--- src/rtl/cmdq_pkg.sv ---
package cmdq_pkg;

  // Occupancy update chosen per cycle: {push accepted, pop accepted}.
  typedef enum logic [1:0] {
    CQ_HOLD = 2'b00,
    CQ_POP  = 2'b01,
    CQ_PUSH = 2'b10,
    CQ_SWAP = 2'b11
  } cq_op_e;

endpackage

--- src/rtl/cmdq_wrap_ptr.sv ---
// Ring index that moves by one on an enable and wraps at DEPTH-1.
module cmdq_wrap_ptr #(
  parameter int DEPTH = 4,
  parameter int PTR_W = 2
) (
  input  logic             clk,
  input  logic             rst_n,
  input  logic             adv,
  output logic [PTR_W-1:0] ptr
);

  localparam logic [PTR_W-1:0] LAST_IDX = PTR_W'(DEPTH - 1);

  logic [PTR_W-1:0] ptr_nxt;

  always_comb begin
    ptr_nxt = ptr;
    if (adv) begin
      if (ptr == LAST_IDX) ptr_nxt = '0;
      else                 ptr_nxt = ptr + 1'b1;
    end
  end

  always_ff @(posedge clk or negedge rst_n) begin
    if (!rst_n)   ptr <= '0;
    else if (adv) ptr <= ptr_nxt;
  end

endmodule

--- src/rtl/cmdq_store.sv ---
// Slot storage: written with lane masking, read asynchronously by index.
module cmdq_store #(
  parameter int DEPTH  = 4,
  parameter int DATA_W = 32,
  parameter int PTR_W  = 2
) (
  input  logic                  clk,
  input  logic                  rst_n,
  input  logic                  wr_en,
  input  logic [PTR_W-1:0]      wr_ptr,
  input  logic [DATA_W/8-1:0]   wr_be,
  input  logic [DATA_W-1:0]     wr_data,
  input  logic [PTR_W-1:0]      rd_ptr,
  output logic [DATA_W-1:0]     rd_data
);

  localparam int LANES = DATA_W / 8;

  logic [DATA_W-1:0] masked_word;
  logic [DATA_W-1:0] slot_q [DEPTH];
  logic [DEPTH-1:0]  slot_we;

  // Lanes that are not enabled are stored as zero.
  for (genvar l = 0; l < LANES; l++) begin : g_lane
    assign masked_word[l*8 +: 8] = wr_be[l] ? wr_data[l*8 +: 8] : 8'h00;
  end

  for (genvar e = 0; e < DEPTH; e++) begin : g_slot
    assign slot_we[e] = wr_en && (wr_ptr == PTR_W'(e));

    always_ff @(posedge clk or negedge rst_n) begin
      if (!rst_n)          slot_q[e] <= '0;
      else if (slot_we[e]) slot_q[e] <= masked_word;
    end
  end

  assign rd_data = slot_q[rd_ptr];

endmodule

--- src/rtl/cmdq_ctrl.sv ---
// Occupancy counter, accept decisions and the sticky underflow flag.
module cmdq_ctrl
  import cmdq_pkg::*;
#(
  parameter int DEPTH = 4,
  parameter int CNT_W = 4
) (
  input  logic             clk,
  input  logic             rst_n,
  input  logic             push_req,
  input  logic             done_req,
  input  logic             xfer_req,
  input  logic             flag_clr,
  output logic             push_ok,
  output logic             pop_ok,
  output logic [CNT_W-1:0] cnt,
  output logic             empty,
  output logic             uflow
);

  localparam logic [CNT_W-1:0] FULL_CNT = CNT_W'(DEPTH);

  logic             full;
  cq_op_e           op;
  logic [CNT_W-1:0] cnt_nxt;
  logic             cnt_en;
  logic             uflow_nxt;
  logic             uflow_en;

  assign empty = (cnt == '0);
  assign full  = (cnt == FULL_CNT);

  // A completion frees a slot in the same cycle, so a push alongside it
  // is accepted even when every slot is in use.
  assign pop_ok  = done_req && !empty;
  assign push_ok = push_req && (!full || pop_ok);

  always_comb begin
    op      = cq_op_e'({push_ok, pop_ok});
    cnt_nxt = cnt;
    unique case (op)
      CQ_PUSH: cnt_nxt = cnt + 1'b1;
      CQ_POP:  cnt_nxt = cnt - 1'b1;
      default: cnt_nxt = cnt;
    endcase
  end

  assign cnt_en = (op == CQ_PUSH) || (op == CQ_POP);

  always_comb begin
    uflow_nxt = uflow;
    if (xfer_req && empty) uflow_nxt = 1'b1;
    else if (flag_clr)     uflow_nxt = 1'b0;
  end

  assign uflow_en = (xfer_req && empty) || flag_clr;

  always_ff @(posedge clk or negedge rst_n) begin
    if (!rst_n)      cnt <= '0;
    else if (cnt_en) cnt <= cnt_nxt;
  end

  always_ff @(posedge clk or negedge rst_n) begin
    if (!rst_n)        uflow <= 1'b0;
    else if (uflow_en) uflow <= uflow_nxt;
  end

endmodule

--- src/rtl/cmd_fifo_xp.sv ---
module cmd_fifo_xp #(
  parameter  int DEPTH  = 4,
  parameter  int DATA_W = 32,
  parameter  int CNT_W  = 4,
  localparam int PTR_W  = (DEPTH > 1) ? $clog2(DEPTH) : 1,
  localparam int LANES  = DATA_W / 8
) (
  input  logic              clk,
  input  logic              rst_n,
  input  logic              push_we,
  input  logic [LANES-1:0]  push_be,
  input  logic [DATA_W-1:0] push_data,
  input  logic              xfer_req,
  input  logic              xfer_done,
  output logic [DATA_W-1:0] cmd_out,
  output logic              cmd_valid,
  output logic [CNT_W-1:0]  entry_cnt,
  output logic [PTR_W-1:0]  next_ptr,
  input  logic              sts_we,
  input  logic [DATA_W-1:0] sts_wdata,
  input  logic              uflow_ie,
  output logic              uflow_flag,
  output logic              uflow_irq
);

  logic             push_ok;
  logic             pop_ok;
  logic             q_empty;
  logic             flag_clr;
  logic [PTR_W-1:0] wr_ptr;
  logic             unused_sts_bits;

  // Only bit 0 of a status write acts; count and index are read-only.
  assign flag_clr        = sts_we && sts_wdata[0];
  assign unused_sts_bits = ^sts_wdata[DATA_W-1:1];

  cmdq_ctrl #(
    .DEPTH (DEPTH),
    .CNT_W (CNT_W)
  ) u_ctrl (
    .clk      (clk),
    .rst_n    (rst_n),
    .push_req (push_we),
    .done_req (xfer_done),
    .xfer_req (xfer_req),
    .flag_clr (flag_clr),
    .push_ok  (push_ok),
    .pop_ok   (pop_ok),
    .cnt      (entry_cnt),
    .empty    (q_empty),
    .uflow    (uflow_flag)
  );

  cmdq_wrap_ptr #(
    .DEPTH (DEPTH),
    .PTR_W (PTR_W)
  ) u_wr_ptr (
    .clk   (clk),
    .rst_n (rst_n),
    .adv   (push_ok),
    .ptr   (wr_ptr)
  );

  cmdq_wrap_ptr #(
    .DEPTH (DEPTH),
    .PTR_W (PTR_W)
  ) u_xfer_ptr (
    .clk   (clk),
    .rst_n (rst_n),
    .adv   (pop_ok),
    .ptr   (next_ptr)
  );

  cmdq_store #(
    .DEPTH  (DEPTH),
    .DATA_W (DATA_W),
    .PTR_W  (PTR_W)
  ) u_store (
    .clk     (clk),
    .rst_n   (rst_n),
    .wr_en   (push_ok),
    .wr_ptr  (wr_ptr),
    .wr_be   (push_be),
    .wr_data (push_data),
    .rd_ptr  (next_ptr),
    .rd_data (cmd_out)
  );

  assign cmd_valid = !q_empty;
  assign uflow_irq = uflow_flag && uflow_ie;

endmodule

--- config.mk ---
export PLATFORM = sky130hd
export DESIGN_NAME = cmd_fifo_xp
export DESIGN_NICKNAME = d
export VERILOG_FILES = /design/src/rtl/cmdq_pkg.sv /design/src/rtl/cmdq_wrap_ptr.sv /design/src/rtl/cmdq_store.sv /design/src/rtl/cmdq_ctrl.sv /design/src/rtl/cmd_fifo_xp.sv
export SDC_FILE = /design/constraint.sdc
export NUM_CORES = 1
export LEC_CHECK = 0
export ABC_CLOCK_PERIOD_IN_PS = 2360
export BUFFER_PORTS_ARGS = -buffer_cell sky130_fd_sc_hd__buf_4
export CAP_MARGIN = 10
export CELL_PAD_IN_SITES_DETAIL_PLACEMENT = 1
export CELL_PAD_IN_SITES_GLOBAL_PLACEMENT = 2
export CORE_MARGIN = 1
export CORE_UTILIZATION = 32
export DETAILED_ROUTE_END_ITERATION = 8
export PLACE_DENSITY = 0.8
export SYNTH_ARGS = -nofsm -noshare
export SYNTH_HDL_FRONTEND = slang
export SYNTH_SLANG_ARGS = --single-unit
--- constraint.sdc ---
create_clock -name clk -period 2.36 [get_ports clk]
set_input_delay 0.236 -clock clk [delete_from_list [all_inputs] [get_ports clk]]
set_output_delay 0.236 -clock clk [all_outputs]
set_load 0.01 [all_outputs]
==> out/metrics.csv, run 1 <==
metric,value,unit
outcome,"finished, final reports clean",
Total GRT Usage,0.168,
Min-Delay Path Depth,3,
drt total wl,15.0,mm
Synth top area share,0.562,
Clock Skew,0.00720,ns
Avg WL per Cell,17.1,um
hold path startpoint,xfer_req,
DRT met1 WL,6.74,mm
Setup Viol. Count Final,0,
DP HPWL,10.1,mm
fillers,2061,
Total Power,10.4,mW
Worst setup SP type,register,
total number of yosys warnings,0,
largest net degree at the start of global routing,58,
Core Rows,50,
I/O pins,116,
post-route ant nets,0,
H-tree Lvls,4,
RSZ-0062 raised after global routing,false,
Via Count,4365,
Final Wtd Congestion,0.726,
Via-to-Cell Ratio,4.98,
sequential share of the synthesized area,0.562,
synthesized area per cell,11.2,um^2
Die Wd,140,um
Inst Count DP,844,
Least-Margin Pin Slew,0.548,ns
fin nets,713,
uppermost layer routed,met4,
CP Launch Point,u_ctrl.cnt[1],
die area,19600,um^2
mapped cell area,6100,um^2
predominant post-synthesis flop cell,dfrtp_1,
IO Port Bufs,84,
Pre-antenna DRT Iters,4,
CP Capture Type,output pin,
leading area contributor after synthesis,dfrtp_1,
antenna violations before repair,0,
Clock Tree Buf Depth,2,
worst-path maximum fanout,7,
CTS tree,yes,
first-pass GRT wire length,25.3,mm
"count leader, synth",nand2_1,
Starting DRT DRC Count,173,
grt ovf,0,
max cap viols,0,
TNS Setup,0,ns
Power Density,1370,nW/um^2
total CTS buffers,17,
Yosys reg bits,137,
fin. max-slew vios,0,
clock latency on the worst-skew pair,0.42,ns
Slew HR,0.635,
Yosys cell types,33,
"top cells by count, synth","nand2_1 (162), dfrtp_1 (137), o21ai_0 (127)",
Hold Path Class,input pin to register,
multi-input logic area,2390,um^2
Fmax,0.445,GHz
syn_nets,630,
Critical Path RT,2.12,ns
area added between synthesis and finish,24.4,%
Worst EP arrival,2.01,ns
Post-route DRC,0,
final hold violations,0,
layout cells sized above 1,0.278,
number of flops mapped to enable cells by yosys,0,
Crit Path Category,register to output pin,
Post-Syn Instances,547,
Core Region,18700,um^2
Seq. cell area,3430,um^2
Die Y,140,um
fin crit period,2.25,ns
"Cell Count, Final, Fillers Out",877,
vias in the first global route,4921,
ANT cells,0,
Worst R2R Start,u_ctrl.cnt[1],
starting density of the core,0.326,
met3 wire len,390,um
Pleak,3.49,nW
post-CTS setup buffer count,0,
CTS root buf,clkbuf_16,
"Period Utilization, post-route",0.952,
"top cells by area, synth","dfrtp_1 (56%), mux4_2 (12%), o21ai_0 (10%), nand2_1 (10%), buf_6 (2.0%)",
R2R depth,8,
Peak VDD IR,0.729,mV
Met2 Routed Length,7.68,mm
CTS Sinks,137,
ys async rst share,1.00,
"CTS clk-pin slew, worst paths",0.06,ns
## critical path, stage by stage, from the launching register on
cell	delay, ns
dfrtp_1	0.46
or3_1	0.61
or2_2	0.37
buf_4	0.15
## kinds of logic (layout without fill, tap and decap cells)
group / count (synthesis) / count (layout) / share of synthesized area
adder cells (fa/ha/maj): 8 / 8 / 0.0176
XOR/XNOR: 4 / 4 / 0.00574
buffers and inverters: 47 / 143 / 0.0478
multiplexers: 36 / 36 / 0.125
AO/OA/AOI/OAI: 143 / 143 / 0.132
flip-flops: 137 / 137 / 0.562
AND/OR/NAND/NOR: 172 / 172 / 0.109
## cell usage in the layout, fill, tap and decap left out, types with 2 or more instances in the layout
cell / count
o21ai_0: 127
dfrtp_2: 2
clkinv_4: 3
bufinv_16: 2
mux2_2: 3
buf_12: 7
buf_4: 94
clkinvlp_4: 4
ha_1: 7
inv_6: 2
nand2_1: 162
nor3_1: 2
o211ai_4: 4
mux4_2: 32
o21ai_1: 3
clkbuf_16: 17
a21oi_1: 2
xnor2_1: 3
or2_2: 3
clkinv_2: 3
dfrtp_1: 135
nand3_1: 2
inv_1: 8
## where the power goes
group	internal (mW)	total [mW]	switching (mW)
clock network	1.56	2.58	1.02
logic	1.97	3.98	2.01
registers	3.28	3.86	0.575
## state kept, by name, summed over array words and instances, names as in the netlist
register,count
u_ctrl.uflow,1
u_store.slot_q,128
u_wr_ptr.ptr,2
u_ctrl.cnt,4
u_xfer_ptr.ptr,2
## repair_timing
action                                 in CTS  in global routing
endpoints found under the hold margin      52                  0
hold buffers                                1                  0
gates resized for setup                     0                  0
## per-stage QoR
step / hold slack (ns) / utilization / area, um^2 / setup slack, ns
final: 0.0917 / 0.406 / 7590 / 0.113
after global routing: 0.101 / 0.406 / 7590 / 0.0337
after CTS: 0.0803 / 0.406 / 7590 / 0.0761
after detailed placement: 0.245 / 0.374 / 7000 / 0.280
after global placement: 0.240 / 0.374 / 7000 / 0.302
after floorplan: -0.0596 / - / 6110 / 0.191
## metal layers
layer,GRT usage,vias up
li1,-,2049
met1,0.208,2235
met2,0.293,71
met3,0.0359,10
met4,0.0526,0
met5,0,-
## layout make-up
type                    count  area share
clock buffers              18      0.0566
clock inverters            14      0.0196
inverters                   8     0.00396
multi-input cells         363       0.315
flip-flops and latches    137       0.452
well taps                 234      0.0386
repair buffers            103       0.114
## path summary, 6_finish.rpt
kind	to	slack, ns
min in group asynchronous	u_ctrl.cnt[2]	0.36
min reg2reg	u_store.slot_q[50]	0.48
max	cmd_valid	0.11
max in group asynchronous	u_store.slot_q[115]	1.19
max reg2reg	u_ctrl.cnt[3]	0.26
min	u_ctrl.uflow	0.09
(Power assumes the default switching activity.)
==> run 2, diff against run 1 <==
- ABC_CLOCK_PERIOD_IN_PS: 2360 -> default
- RECOVER_POWER: default -> 25
==> run 2 against run 1 <==
Effect of this change:
- the flow now finishes with violations (capacitance limit)
- routed wire length fell by 0.27%
- largest power group unchanged
- highest routed layer unchanged
- clock skew is 0.0032 ns higher
- cell count is the same
- register-to-register slack hardly changed
- sequential share of layout area is 0.082 points higher
- first-iteration DRC count is 0.58% lower
- global-route usage stayed put
- maximum frequency increased by 0.29%
- core utilization decreased by 0.074 points
- clock power barely moved
- combinational power hardly changed
==> out/metrics.csv, run 2 (same netlist as run 1, synthesis figures left out) <==
metric,value,unit
Clock Tree Buf Depth,2,
outcome,"complete, but fails checks",
worst-path maximum fanout,7,
Worst EP arrival,2.00,ns
first-pass GRT wire length,25.3,mm
Critical Path RT,2.12,ns
Clock Skew,0.0104,ns
met1 Resource Use GR,0.208,
Via-to-Cell Ratio,5.00,
IO Port Bufs,84,
Worst setup SP type,register,
H-tree Lvls,4,
layout cells sized above 1,0.278,
RSZ-0062 raised after global routing,false,
Die Wd,140,um
"CTS clk-pin slew, worst paths",0.06,ns
Final Wtd Congestion,0.726,
Total GRT Usage,0.168,
Post-route DRC,0,
Largest regs,"u_store.slot_q: 128 flops, u_ctrl.cnt: 4 flops",
DP HPWL,10.1,mm
Total Power,10.4,mW
post-route ant nets,0,
Reg with most FFs,u_store.slot_q,
Core Region,18700,um^2
Peak VDD IR,0.724,mV
Power Density,1380,nW/um^2
area added between synthesis and finish,24.1,%
largest net degree at the start of global routing,58,
die area,19600,um^2
Starting DRT DRC Count,172,
drt total wl,14.9,mm
Pre-antenna DRT Iters,5,
CP Capture Type,output pin,
clock latency on the worst-skew pair,0.42,ns
Avg WL per Cell,17.0,um
starting density of the core,0.326,
"Core Util, Final",0.405,
number of flip-flops in the largest register,128,
grt ovf,0,
"commonest non-fill, non-tap cell in the layout",nand2_1,
I/O pins,116,
final hold violations,0,
vias in the first global route,4921,
CTS root buf,clkbuf_16,
total CTS buffers,17,
ANT cells,0,
Pleak,3.49,nW
Setup Viol. Count Final,0,
most frequent cells in the layout,"nand2_1 (162), dfrtp_1 (135), o21ai_0 (127)",
Placement Cell Area,7000,um^2
"Period Utilization, post-route",0.949,
CTS tree,yes,
antenna violations before repair,0,
max cap viols,1,
Crit Path Category,register to output pin,
Core Rows,50,
met2 usage,0.293,
TNS Setup,0,ns
fin. max-slew vios,0,
Via Count,4382,
fin crit period,2.24,ns
CTS Sinks,137,
Least-Margin Pin Slew,1.50,ns
Top Usage Layer GRT,met2,
Fmax,0.446,GHz
Hold Path Class,input pin to register,
Die Y,140,um
"Design Area, Final",7570,um^2
failing checks,capacitance limit,
fin nets,713,
hold slack final,0.0954,ns
Slew HR,0.00327,
GR met3 Demand/Resource,0.0359,
[run 2: cell types whose count changed in the layout (fill, tap and decap cells not counted)]
| cell | change |
|---|---|
| buf_4 | -3 |
| buf_6 | -1 |
| clkbuf_2 | +4 |
[run 2: layer usage]
metal | share of wire | vias to the layer above | wire [um]
met4 | 0.010 | 0 | 153
met1 | 0.44 | 2240 | 6600
met5 | 0 | - | 0
li1 | - | 2050 | -
met2 | 0.51 | 83 | 7680
met3 | 0.034 | 9 | 507
[run 2: worst max-delay path: stages, from the launching register on]
cell	delay, ns
dfrtp_1	0.46
or3_1	0.61
or2_2	0.37
buf_4	0.15
[run 2: where the power goes]
part / internal (mW) / total [mW] / switching (mW)
Combinational: 1.97 / 3.97 / 2.00
Sequential: 3.28 / 3.86 / 0.575
Clock: 1.56 / 2.58 / 1.02
Total: 6.81 / 10.4 / 3.60
[run 2: through the flow]
step,cells,setup slack [ns]
after global placement,844,0.302
final,877,0.120
after CTS,877,0.0761
after floorplan,547,0.191
after detailed placement,844,0.280
after global routing,877,0.0337
[run 2: timing repair]
item	4_1_cts	5_1_grt
setup endpoints to repair	0	0
resized for setup	0	0
hold endpoints to repair	52	0
hold buffers	1	0
buffers inserted	0	0
[run 2: final timing paths]
| check | cells past startpoint | slack [ns] | end | start |
|---|---|---|---|---|
| setup / recovery | 3 | 0.12 | cmd_valid | u_ctrl.cnt[1] |
| hold / removal | 3 | 0.1 | u_ctrl.uflow | xfer_req |
| setup reg to reg | 8 | 0.26 | u_ctrl.cnt[3] | u_ctrl.cnt[1] |
| hold reg to reg | 2 | 0.48 | u_store.slot_q[112] | u_store.slot_q[112] |
| max in group asynchronous | 3 | 0.49 | u_store.slot_q[124] | rst_n |
| min in group asynchronous | 2 | 0.72 | u_ctrl.cnt[2] | rst_n |
[run 2: cell type report]
cell class / instances / area, um^2
multi-input cells: 363 / 2390
clock inverters: 14 / 149
fillers: 2061 / 11100
well taps: 234 / 293
repair buffers: 103 / 853
flip-flops and latches: 137 / 3430
clock buffers: 18 / 429
inverters: 8 / 30.0
